--- src/rtl/adc_seq_pkg.sv ---
package adc_seq_pkg;

  typedef enum logic [1:0] {
    ST_IDLE   = 2'd0,
    ST_WAIT   = 2'd1,
    ST_SAMPLE = 2'd2,
    ST_CONV   = 2'd3
  } seq_state_t;

  localparam logic [1:0] MODE_SINGLE = 2'd0;
  localparam logic [1:0] MODE_SEQ    = 2'd1;
  localparam logic [1:0] MODE_REP1   = 2'd2;
  localparam logic [1:0] MODE_REPSEQ = 2'd3;

  localparam logic [1:0] ADDR_CTL_A = 2'd0;
  localparam logic [1:0] ADDR_CTL_B = 2'd1;
  localparam logic [1:0] ADDR_RES   = 2'd2;

  // control word A field positions
  localparam int A_GO   = 0;
  localparam int A_EN   = 1;
  localparam int A_FLAG = 2;
  localparam int A_IE   = 3;
  localparam int A_AUTO = 4;
  localparam int A_SHT  = 5;

  // control word B field positions
  localparam int B_MODE = 0;
  localparam int B_DIV  = 2;
  localparam int B_TSEL = 5;
  localparam int B_INV  = 7;
  localparam int B_FMT  = 8;

  localparam int CONV_TICKS = 13;
  localparam int TICK_W     = 7;

  function automatic logic [TICK_W-1:0] sample_len(input logic [1:0] code);
    case (code)
      2'd0:    sample_len = 7'd4;
      2'd1:    sample_len = 7'd8;
      2'd2:    sample_len = 7'd16;
      default: sample_len = 7'd64;
    endcase
  endfunction

endpackage

--- src/rtl/adc_seq_regs.sv ---
module adc_seq_regs
  import adc_seq_pkg::*;
#(
  parameter int BUSW = 16,
  parameter int CHW  = 4,
  parameter int DIVW = 3,
  parameter int TSW  = 2
) (
  input  logic            clk,
  input  logic            rst_n,
  input  logic            wr_en,
  input  logic [1:0]      wr_addr,
  input  logic [BUSW-1:0] wdata,
  input  logic            res_load,
  input  logic            irq_ack,
  output logic            go,
  output logic            en,
  output logic            flag,
  output logic            ie,
  output logic            auto_go,
  output logic [1:0]      sht,
  output logic [1:0]      mode,
  output logic [DIVW-1:0] div,
  output logic [TSW-1:0]  tsel,
  output logic            inv,
  output logic            fmt,
  output logic [CHW-1:0]  chan
);

  localparam int CH_LSB = BUSW - CHW;

  logic            wr_a, wr_b;
  logic            go_n, en_n, flag_n, ie_n, auto_n, inv_n, fmt_n;
  logic [1:0]      sht_n, mode_n;
  logic [DIVW-1:0] div_n;
  logic [TSW-1:0]  tsel_n;
  logic [CHW-1:0]  chan_n;

  assign wr_a = wr_en && (wr_addr == ADDR_CTL_A);
  assign wr_b = wr_en && (wr_addr == ADDR_CTL_B);

  always_comb begin
    go_n   = wr_a & wdata[A_GO];
    en_n   = en;
    ie_n   = ie;
    flag_n = flag;
    sht_n  = sht;
    auto_n = auto_go;
    mode_n = mode;
    div_n  = div;
    tsel_n = tsel;
    inv_n  = inv;
    fmt_n  = fmt;
    chan_n = chan;

    if (wr_a) begin
      en_n = wdata[A_EN];
      ie_n = wdata[A_IE];
      if (!en) begin
        sht_n  = wdata[A_SHT +: 2];
        auto_n = wdata[A_AUTO];
      end
    end

    if (res_load)     flag_n = 1'b1;
    else if (wr_a)    flag_n = wdata[A_FLAG];
    else if (irq_ack) flag_n = 1'b0;

    if (wr_b) begin
      div_n = wdata[B_DIV +: DIVW];
      inv_n = wdata[B_INV];
      fmt_n = wdata[B_FMT];
      if (!en) begin
        mode_n = wdata[B_MODE +: 2];
        tsel_n = wdata[B_TSEL +: TSW];
        chan_n = wdata[CH_LSB +: CHW];
      end
    end
  end

  always_ff @(posedge clk or negedge rst_n) begin
    if (!rst_n) begin
      go      <= 1'b0;
      en      <= 1'b0;
      ie      <= 1'b0;
      flag    <= 1'b0;
      sht     <= '0;
      auto_go <= 1'b0;
      mode    <= '0;
      div     <= '0;
      tsel    <= '0;
      inv     <= 1'b0;
      fmt     <= 1'b0;
      chan    <= '0;
    end else begin
      go      <= go_n;
      en      <= en_n;
      ie      <= ie_n;
      flag    <= flag_n;
      sht     <= sht_n;
      auto_go <= auto_n;
      mode    <= mode_n;
      div     <= div_n;
      tsel    <= tsel_n;
      inv     <= inv_n;
      fmt     <= fmt_n;
      chan    <= chan_n;
    end
  end

endmodule

--- src/rtl/adc_seq_trig.sv ---
module adc_seq_trig #(
  parameter int NTMR = 3,
  parameter int TSW  = 2
) (
  input  logic            clk,
  input  logic            rst_n,
  input  logic            go,
  input  logic [NTMR-1:0] tmr,
  input  logic [TSW-1:0]  tsel,
  input  logic            inv,
  output logic            trig
);

  logic [NTMR:0] srcs;
  logic          sel_raw, sig, sig_q;

  assign srcs = {tmr, go};

  always_comb begin
    sel_raw = 1'b0;
    for (int i = 0; i <= NTMR; i++) begin
      if (tsel == TSW'(i)) sel_raw = srcs[i];
    end
  end

  assign sig  = sel_raw ^ inv;
  assign trig = sig & ~sig_q;

  always_ff @(posedge clk or negedge rst_n) begin
    if (!rst_n) sig_q <= 1'b0;
    else        sig_q <= sig;
  end

endmodule

--- src/rtl/adc_seq_fsm.sv ---
module adc_seq_fsm
  import adc_seq_pkg::*;
#(
  parameter int CHW  = 4,
  parameter int RESW = 10,
  parameter int DIVW = 3
) (
  input  logic            clk,
  input  logic            rst_n,
  input  logic            en,
  input  logic            trig,
  input  logic            auto_go,
  input  logic [1:0]      mode,
  input  logic [1:0]      sht,
  input  logic [DIVW-1:0] div,
  input  logic [CHW-1:0]  chan_sel,
  input  logic [RESW-1:0] conv_code,
  output logic            busy,
  output logic            conv_hold,
  output logic [CHW-1:0]  conv_chan,
  output logic            res_load,
  output logic [RESW-1:0] res_raw
);

  localparam logic [TICK_W-1:0] CONV_LAST = TICK_W'(CONV_TICKS - 1);

  seq_state_t        st, st_n;
  logic [DIVW-1:0]   div_cnt, div_cnt_n;
  logic [TICK_W-1:0] tick_cnt, tick_cnt_n;
  logic [CHW-1:0]    chan_cur, chan_cur_n;
  logic [RESW-1:0]   res_n;
  logic              tick, last_chan;

  assign tick      = (div_cnt >= div);
  assign last_chan = (chan_cur == '0);
  assign busy      = (st != ST_IDLE);
  assign conv_hold = (st == ST_SAMPLE);
  assign conv_chan = chan_cur;

  always_comb begin
    st_n       = st;
    div_cnt_n  = div_cnt;
    tick_cnt_n = tick_cnt;
    chan_cur_n = chan_cur;
    res_n      = res_raw;
    res_load   = 1'b0;

    case (st)
      ST_IDLE: begin
        if (en && trig) begin
          st_n       = ST_SAMPLE;
          div_cnt_n  = '0;
          tick_cnt_n = '0;
          chan_cur_n = chan_sel;
        end
      end
      ST_WAIT: begin
        if (!en) begin
          st_n = ST_IDLE;
        end else if (trig) begin
          st_n       = ST_SAMPLE;
          div_cnt_n  = '0;
          tick_cnt_n = '0;
        end
      end
      ST_SAMPLE: begin
        div_cnt_n = tick ? '0 : div_cnt + 1'b1;
        if (tick) begin
          if (tick_cnt == sample_len(sht) - 1'b1) begin
            st_n       = ST_CONV;
            tick_cnt_n = '0;
          end else begin
            tick_cnt_n = tick_cnt + 1'b1;
          end
        end
      end
      default: begin
        div_cnt_n = tick ? '0 : div_cnt + 1'b1;
        if (tick) begin
          if (tick_cnt == CONV_LAST) begin
            res_load   = 1'b1;
            res_n      = conv_code;
            tick_cnt_n = '0;
            st_n       = auto_go ? ST_SAMPLE : ST_WAIT;
            case (mode)
              MODE_SINGLE: st_n = ST_IDLE;
              MODE_SEQ: begin
                if (last_chan) st_n = ST_IDLE;
                else           chan_cur_n = chan_cur - 1'b1;
              end
              MODE_REP1: begin
                if (!en) st_n = ST_IDLE;
              end
              default: begin
                chan_cur_n = last_chan ? chan_sel : chan_cur - 1'b1;
                if (!en) st_n = ST_IDLE;
              end
            endcase
          end else begin
            tick_cnt_n = tick_cnt + 1'b1;
          end
        end
      end
    endcase
  end

  always_ff @(posedge clk or negedge rst_n) begin
    if (!rst_n) begin
      st       <= ST_IDLE;
      div_cnt  <= '0;
      tick_cnt <= '0;
      chan_cur <= '0;
      res_raw  <= '0;
    end else begin
      st       <= st_n;
      div_cnt  <= div_cnt_n;
      tick_cnt <= tick_cnt_n;
      chan_cur <= chan_cur_n;
      if (res_load) res_raw <= res_n;
    end
  end

endmodule

--- src/rtl/adc_seq_ctrl.sv ---
module adc_seq_ctrl
  import adc_seq_pkg::*;
#(
  parameter int BUSW = 16,
  parameter int RESW = 10,
  parameter int CHW  = 4,
  parameter int DIVW = 3,
  parameter int NTMR = 3
) (
  input  logic            clk,
  input  logic            rst_n,
  input  logic            wr_en,
  input  logic [1:0]      wr_addr,
  input  logic [BUSW-1:0] wdata,
  input  logic [1:0]      rd_addr,
  output logic [BUSW-1:0] rdata,
  input  logic            irq_ack,
  input  logic [NTMR-1:0] tmr_trig,
  output logic            irq,
  output logic            busy,
  output logic            conv_hold,
  output logic [CHW-1:0]  conv_chan,
  input  logic [RESW-1:0] conv_code
);

  localparam int TSW    = $clog2(NTMR + 1);
  localparam int PADW   = BUSW - RESW;
  localparam int CH_LSB = BUSW - CHW;

  logic [1:0]      rst_pipe;
  logic            rst_sync_n;
  logic            go, en, flag, ie, auto_go, inv, fmt, trig, res_load;
  logic [1:0]      sht, mode;
  logic [DIVW-1:0] div;
  logic [TSW-1:0]  tsel;
  logic [CHW-1:0]  chan_sel;
  logic [RESW-1:0] res_raw;
  logic [BUSW-1:0] res_word;

  always_ff @(posedge clk or negedge rst_n) begin
    if (!rst_n) rst_pipe <= 2'b00;
    else        rst_pipe <= {rst_pipe[0], 1'b1};
  end
  assign rst_sync_n = rst_pipe[1];

  adc_seq_regs #(.BUSW(BUSW), .CHW(CHW), .DIVW(DIVW), .TSW(TSW)) u_regs (
    .clk      (clk),
    .rst_n    (rst_sync_n),
    .wr_en    (wr_en),
    .wr_addr  (wr_addr),
    .wdata    (wdata),
    .res_load (res_load),
    .irq_ack  (irq_ack),
    .go       (go),
    .en       (en),
    .flag     (flag),
    .ie       (ie),
    .auto_go  (auto_go),
    .sht      (sht),
    .mode     (mode),
    .div      (div),
    .tsel     (tsel),
    .inv      (inv),
    .fmt      (fmt),
    .chan     (chan_sel)
  );

  adc_seq_trig #(.NTMR(NTMR), .TSW(TSW)) u_trig (
    .clk   (clk),
    .rst_n (rst_sync_n),
    .go    (go),
    .tmr   (tmr_trig),
    .tsel  (tsel),
    .inv   (inv),
    .trig  (trig)
  );

  adc_seq_fsm #(.CHW(CHW), .RESW(RESW), .DIVW(DIVW)) u_fsm (
    .clk       (clk),
    .rst_n     (rst_sync_n),
    .en        (en),
    .trig      (trig),
    .auto_go   (auto_go),
    .mode      (mode),
    .sht       (sht),
    .div       (div),
    .chan_sel  (chan_sel),
    .conv_code (conv_code),
    .busy      (busy),
    .conv_hold (conv_hold),
    .conv_chan (conv_chan),
    .res_load  (res_load),
    .res_raw   (res_raw)
  );

  assign irq = flag & ie;

  generate
    if (PADW > 0) begin : g_pad
      assign res_word = fmt ? {~res_raw[RESW-1], res_raw[RESW-2:0], {PADW{1'b0}}}
                            : {{PADW{1'b0}}, res_raw};
    end else begin : g_nopad
      assign res_word = fmt ? {~res_raw[RESW-1], res_raw[RESW-2:0]} : res_raw;
    end
  endgenerate

  always_comb begin
    rdata = '0;
    case (rd_addr)
      ADDR_CTL_A: begin
        rdata[A_GO]       = go;
        rdata[A_EN]       = en;
        rdata[A_FLAG]     = flag;
        rdata[A_IE]       = ie;
        rdata[A_AUTO]     = auto_go;
        rdata[A_SHT +: 2] = sht;
        rdata[BUSW-1]     = busy;
      end
      ADDR_CTL_B: begin
        rdata[B_MODE +: 2]   = mode;
        rdata[B_DIV +: DIVW] = div;
        rdata[B_TSEL +: TSW] = tsel;
        rdata[B_INV]         = inv;
        rdata[B_FMT]         = fmt;
        rdata[CH_LSB +: CHW] = chan_sel;
      end
      ADDR_RES: rdata = res_word;
      default:  rdata = '0;
    endcase
  end

endmodule

--- config.mk ---
export PLATFORM = sky130hd
export DESIGN_NAME = adc_seq_ctrl
export DESIGN_NICKNAME = d
export VERILOG_FILES = /design/src/rtl/adc_seq_pkg.sv /design/src/rtl/adc_seq_regs.sv /design/src/rtl/adc_seq_trig.sv /design/src/rtl/adc_seq_fsm.sv /design/src/rtl/adc_seq_ctrl.sv
export SDC_FILE = /design/constraint.sdc
export NUM_CORES = 1
export LEC_CHECK = 0
export ABC_AREA = 1
export BUFFER_PORTS_ARGS = -buffer_cell sky130_fd_sc_hd__buf_2
export CAP_MARGIN = 25
export CORE_AREA = 10 10 135 75
export CTS_CLUSTER_DIAMETER = 40
export DETAILED_ROUTE_END_ITERATION = 7
export DIE_AREA = 0 0 145 85
export HOLD_SLACK_MARGIN = 0.05
export MAX_ROUTING_LAYER = met4
export PLACE_DENSITY_LB_ADDON = 0.1
export SETUP_SLACK_MARGIN = 0.15
export SLEW_MARGIN = 20
export SYNTH_ARGS = -nofsm -noshare
export SYNTH_HDL_FRONTEND = slang
export SYNTH_HIERARCHICAL = 1
export SYNTH_SLANG_ARGS = --single-unit
export TNS_END_PERCENT = 20
--- constraint.sdc ---
create_clock -name clk -period 3.6 [get_ports clk]
set_input_delay 0.54 -clock clk [delete_from_list [all_inputs] [get_ports clk]]
set_output_delay 0.54 -clock clk [all_outputs]
set_load 0.005 [all_outputs]
==> impl_metrics.json, run 1 <==
{
  "status": "completed",
  "drt_wl_total_um": 8860,
  "fin_util_pct": 48.1,
  "maxCapViolations": 0,
  "gr-total-overflow": 0,
  "hold_ws_ns": 0.0497,
  "clk_pin_slew_ns": 0.07,
  "async_flop_share_pct": 100,
  "num_rows": 23,
  "layout.nets": 555,
  "synth_cells": 447,
  "ir_worst_vdd_mv": 0.330,
  "diodes": 0,
  "critPathKind": "in2out",
  "core-area_sq_um": 7800,
  "fin_crit_ns": 2.24,
  "critical_path_arrival_ns": 1.70,
  "fin_skew_ns": 0.00425,
  "yosys.cell_count.top_type": "nand2_1",
  "max_freq_mhz": 447,
  "hold_class": "reg2async",
  "place_area_sq_um": 3570,
  "tritoncts.num_buffers": 5,
  "synth_area_sq_um": 3230,
  "synth_area_per_cell_sq_um": 7.22,
  "port-buffer-count": 56,
  "worst_pin_slew_ns": 0.604,
  "cp-end-kind": "output port",
  "worstSkewPairLatency_ns": 0.29,
  "fp.dieArea_sq_um": 12300,
  "preCtsSetupSlack_ns": 1.35,
  "cp_max_fo": 13,
  "drive_above_1_share_pct": 19.9,
  "synth_top_area_share_pct": 38.0,
  "synth_edf_count": 0,
  "synth_ff_type": "dfrtp_1",
  "synth_cell_types": 33,
  "first_iter_violations": 207,
  "wire_per_inst_um": 14.4,
  "syn_to_final_growth_pct": 16.3,
  "num_vias": 2950,
  "synth.ff_latch_count": 49,
  "die-width_um": 145,
  "rsz0062_at_grt": "false",
  "synth_seq_area_share_pct": 38.0,
  "vias_per_cell": 4.80,
  "die_y_um": 85,
  "final_hold_viol_count": 0,
  "antenna_found_initial": 0,
  "stdcell_count": 615,
  "maxSlewViolCount": 0,
  "antenna_left": 0,
  "drc_errors": 0,
  "yosysWarnings": 6,
  "cts_tree": "built",
  "start_util_pct": 41.4,
  "clk_path_buf_depth": 2,
  "finalSetupViolations": 0,
  "grtUsageTotal_pct": 15.0,
  "yosys-top-cells-area": "dfrtp_1, nand2_1, ha_1",
  "fin_crit_sh_pct": 62.2,
  "synthTopCellsByCount": "nand2_1, inv_1, dfrtp_1, nand3_1, nor2_1",
  "synth_top_cell_by_area": "dfrtp_1",
  "dpl.hpwl_um": 6980,
  "postSynthNetCount": 500,
  "dpl.cell_count": 606,
  "finalInstanceArea_sq_um": 3750,
  "power_mw": 2.20,
  "htreeDepth": 2,
  "pwr_density_cell_nw_per_um2": 585,
  "grt_max_degree": 46,
  "cts_num_sinks": 49,
  "grt_first_pass_wirelength_um": 14800,
  "grt_pass1_vias": 2833,
  "max_slew_margin_pct": 59.8,
  "worstPathRequired_ns": 3.06,
  "post_cts_resized": 0,
  "num_io_pins": 60,
  "fin_setup_tns_ns": 0,
  "p_leak_nw": 2.09,
  "clock_tree.root_cell": "clkbuf_16",
  "first_pass_iters": 4,
  "critPathLaunchType": "input port",
  "worst_slack_ns": 1.36,
  "gp_congestion": 0.876
}
timing repair:
item	CTS	global route
endpoints found under the hold margin	2	0
hold buffers	1	0
setup buffers	0	0
path summary, 6_finish.rpt:
path | startpoint | endpoint | slack, ns | cells past startpoint
worst min-delay path | rst_pipe[1]$_DFF_PN0_ | u_fsm/res_raw[8]$_DFFE_PN0P_ | 0.05 | 0
worst max register to register | u_regs/div[2]$_DFFE_PN0P_ | u_regs/flag$_DFFE_PN0P_ | 1.45 | 9
worst max-delay path | rd_addr[1] | rdata[0] | 1.36 | 8
worst min register to register | rst_pipe[1]$_DFF_PN0_ | u_fsm/res_raw[8]$_DFFE_PN0P_ | 0.05 | 0
min in group clk | rst_pipe[0]$_DFF_PN0_ | rst_pipe[1]$_DFF_PN0_ | 0.36 | 0
max in group asynchronous | rst_pipe[1]$_DFF_PN0_ | u_fsm/res_raw[4]$_DFFE_PN0P_ | 2.77 | 1
power breakdown:
group | switching [mW] | internal [mW] | total [mW]
Clock | 0.208 | 0.348 | 0.555
Sequential | 0.107 | 0.645 | 0.752
Combinational | 0.577 | 0.313 | 0.890
Total | 0.892 | 1.31 | 2.20
flip-flops by register name (all words and copies together) (netlist names), 2 cells and up:
register / flops
rst_pipe: 2
u_fsm/conv_chan: 4
u_fsm/div_cnt: 3
u_fsm/res_raw: 10
u_fsm/st: 2
u_fsm/tick_cnt: 7
u_regs/chan: 4
u_regs/div: 3
u_regs/mode: 2
u_regs/sht: 2
u_regs/tsel: 2
critical path, stage by stage:
cell     delay [ns]
buf_2          0.12
inv_1          0.08
ha_1           0.47
nand2_1        0.12
nand2_1        0.11
a21oi_1        0.04
nor2_1         0.10
buf_2          0.12
kinds of logic after synthesis:
group	count (synthesis)	share of synthesized area, %
simple gates	274	39.1
buf+inv	68	9.50
flops	49	38.0
compound gates	34	5.78
fa+ha+maj	16	6.20
xor+xnor	5	1.36
other cells	1	0.116
layout by cell type, fill, tap and decap left out, drive strengths merged:
cell type,n
a21oi,15
a22oi,1
a31oi,2
a32o,1
buf,57
bufinv,1
clkbuf,7
conb,1
dfrtp,49
dlygate4sd3,1
ha,16
inv,58
nand2,192
nand3,28
nand3b,2
nand4,20
nor2,31
o21ai,14
o21bai,1
or2,1
xor2,5
layout make-up:
cell class	instances	area, sq um
clock buffers	7	143
clock inverters	1	30.0
fillers	806	4050
inverters	58	220
multi-input cells	330	1700
flip-flops and latches	49	1230
well taps	112	140
repair buffers	58	298
per-layer routing:
metal | track usage (%) | part of all wire [%] | up-vias | wire [um]
met5 | - | 0 | - | 0
met1 | 23.3 | 58 | 1361 | 5130
met4 | 2.21 | 0.33 | 0 | 29
met2 | 19.0 | 36 | 77 | 3200
li1 | - | - | 1508 | -
met3 | 3.18 | 5.7 | 4 | 502
Note: power is estimated with default switching activity, not from simulation.
==> inputs of run 2 (changes only) <==
==> constraint.sdc (replaced) <==
create_clock -name clk -period 2.1 [get_ports clk]
set_input_delay 0.315 -clock clk [delete_from_list [all_inputs] [get_ports clk]]
set_output_delay 0.315 -clock clk [all_outputs]
set_load 0.005 [all_outputs]
==> impl_metrics.json, run 2 (synthesis gave the netlist of run 1 again) <==
{
  "ir_worst_vdd_mv": 0.444,
  "gp_congestion": 0.882,
  "layout.nets": 558,
  "maxSlewViolCount": 0,
  "wire_per_inst_um": 14.3,
  "vias_per_cell": 4.88,
  "start_util_pct": 41.4,
  "cts_tree": "built",
  "num_vias": 3018,
  "hold_ws_ns": 0.218,
  "fin_skew_ns": 0.00694,
  "clock_tree.root_cell": "clkbuf_16",
  "port-buffer-count": 56,
  "clk_pin_slew_ns": 0.07,
  "fin_crit_ns": 1.86,
  "grt_first_pass_wirelength_um": 14900,
  "drive_above_1_share_pct": 20.9,
  "rsz0062_at_grt": "true",
  "pwr_density_cell_nw_per_um2": 986,
  "cp_max_fo": 6,
  "syn_to_final_growth_pct": 16.6,
  "cts_num_sinks": 49,
  "dpl.hpwl_um": 7000,
  "critical_path_arrival_ns": 1.54,
  "first_iter_violations": 200,
  "postCtsSetupRepairBufs": 0,
  "tritoncts.num_buffers": 5,
  "status": "completed",
  "drt_wl_total_um": 8860,
  "htreeDepth": 2,
  "maxCapViolations": 0,
  "worst_pin_slew_ns": 0.645,
  "final_hold_viol_count": 0,
  "core-area_sq_um": 7800,
  "worstSkewPairLatency_ns": 0.29,
  "grt_max_degree": 48,
  "mostFrequentLayoutCells": "nand2_1, buf_2, inv_1",
  "num_rows": 23,
  "largest_reg_flops": 10,
  "clk_path_buf_depth": 2,
  "fin_setup_tns_ns": 0,
  "die-width_um": 145,
  "drc_errors": 0,
  "finalSetupViolations": 0,
  "cp-end-kind": "output port",
  "hold_class": "in2reg",
  "worstPathRequired_ns": 1.78,
  "max_freq_mhz": 538,
  "max_slew_margin_pct": 57.0,
  "num_io_pins": 60,
  "grt_pass1_vias": 2893,
  "p_leak_nw": 2.10,
  "critPathLaunchType": "register",
  "final_common_cell": "nand2_1",
  "fp.dieArea_sq_um": 12300,
  "die_y_um": 85,
  "antenna_left": 0,
  "largestRegisters": "u_fsm/res_raw (10), u_fsm/tick_cnt (7)",
  "fin_crit_sh_pct": 88.4,
  "regMostFlops": "u_fsm/res_raw",
  "critPathKind": "reg2out",
  "gr-total-overflow": 0,
  "grtUsageTotal_pct": 15.2,
  "diodes": 0,
  "first_pass_iters": 5,
  "antenna_found_initial": 0
}
[run 2: cell types whose count changed in the layout (fill, tap and decap cells not counted), sizes merged]
cell / previous run / this run
buf: 57 / 60
bufinv: 1 / 0
clkinv: 0 / 1
[run 2: per-layer routing]
layer | vias to the layer above | global-route usage (%) | wire length, um
met1 | 1404 | 23.8 | 5070
met3 | 5 | 3.13 | 521
met5 | - | - | 0
met2 | 87 | 18.9 | 3230
li1 | 1522 | - | -
met4 | 0 | 2.49 | 44
[run 2: final timing paths]
kind / startpoint / end / slack (ns) / depth (start not counted)
hold reg to reg: rst_pipe[1]$_DFF_PN0_ / u_fsm/res_raw[7]$_DFFE_PN0P_ / 0.36 / 1
hold / removal: conv_code[0] / u_fsm/res_raw[0]$_DFFE_PN0P_ / 0.22 / 3
setup reg to reg: u_regs/div[2]$_DFFE_PN0P_ / u_fsm/conv_chan[3]$_DFFE_PN0P_ / 0.30 / 11
setup / recovery: u_fsm/st[0]$_DFFE_PN0P_ / rdata[15] / 0.24 / 8
min in group asynchronous: rst_n / rst_pipe[1]$_DFF_PN0_ / 0.33 / 2
max in group asynchronous: rst_pipe[1]$_DFF_PN0_ / u_regs/ie$_DFFE_PN0N_ / 1.30 / 1
[run 2: worst max-delay path, stage by stage (launching register included)]
cell	delay, ns
dfrtp_1	0.42
inv_1	0.10
ha_2	0.24
inv_2	0.09
nand2_1	0.07
nand2_1	0.06
nor2_1	0.10
nor2_1	0.04
buf_2	0.13
[run 2: repair_timing]
action | in CTS | in global routing
gates cloned | 0 | 0
hold buffers | 1 | 0
hold endpoints to repair | 2 | 0
resized for setup | 1 | 1
setup endpoints to repair | 1 | 5
[run 2: power by group]
part	internal [mW]	total (mW)	switching (mW)
Clock	0.505	0.858	0.353
Combinational	0.563	1.57	1.00
Sequential	1.11	1.29	0.179
[run 2: area by class of cell]
type	instances	area, sq um
timing repair buffer	61	320
inverter	58	220
clock inverter	1	5.00
multi-input combinational	330	1700
clock buffer	7	153
tap	112	140
sequential	49	1230
fill	832	4040
[run 2: metrics by stage]
stage	util, %	cells	instance area [sq um]	setup slack [ns]	power (mW)
3_5_place_dp	46.1	609	3590	0.336	2.86
3_3_place_gp	46.1	609	3590	0.365	2.83
4_1_cts	48.2	618	3760	0.177	3.74
6_report	48.3	618	3760	0.243	3.71
2_1_floorplan	-	447	3230	0.532	2.38
5_1_grt	48.3	618	3760	0.112	4.06
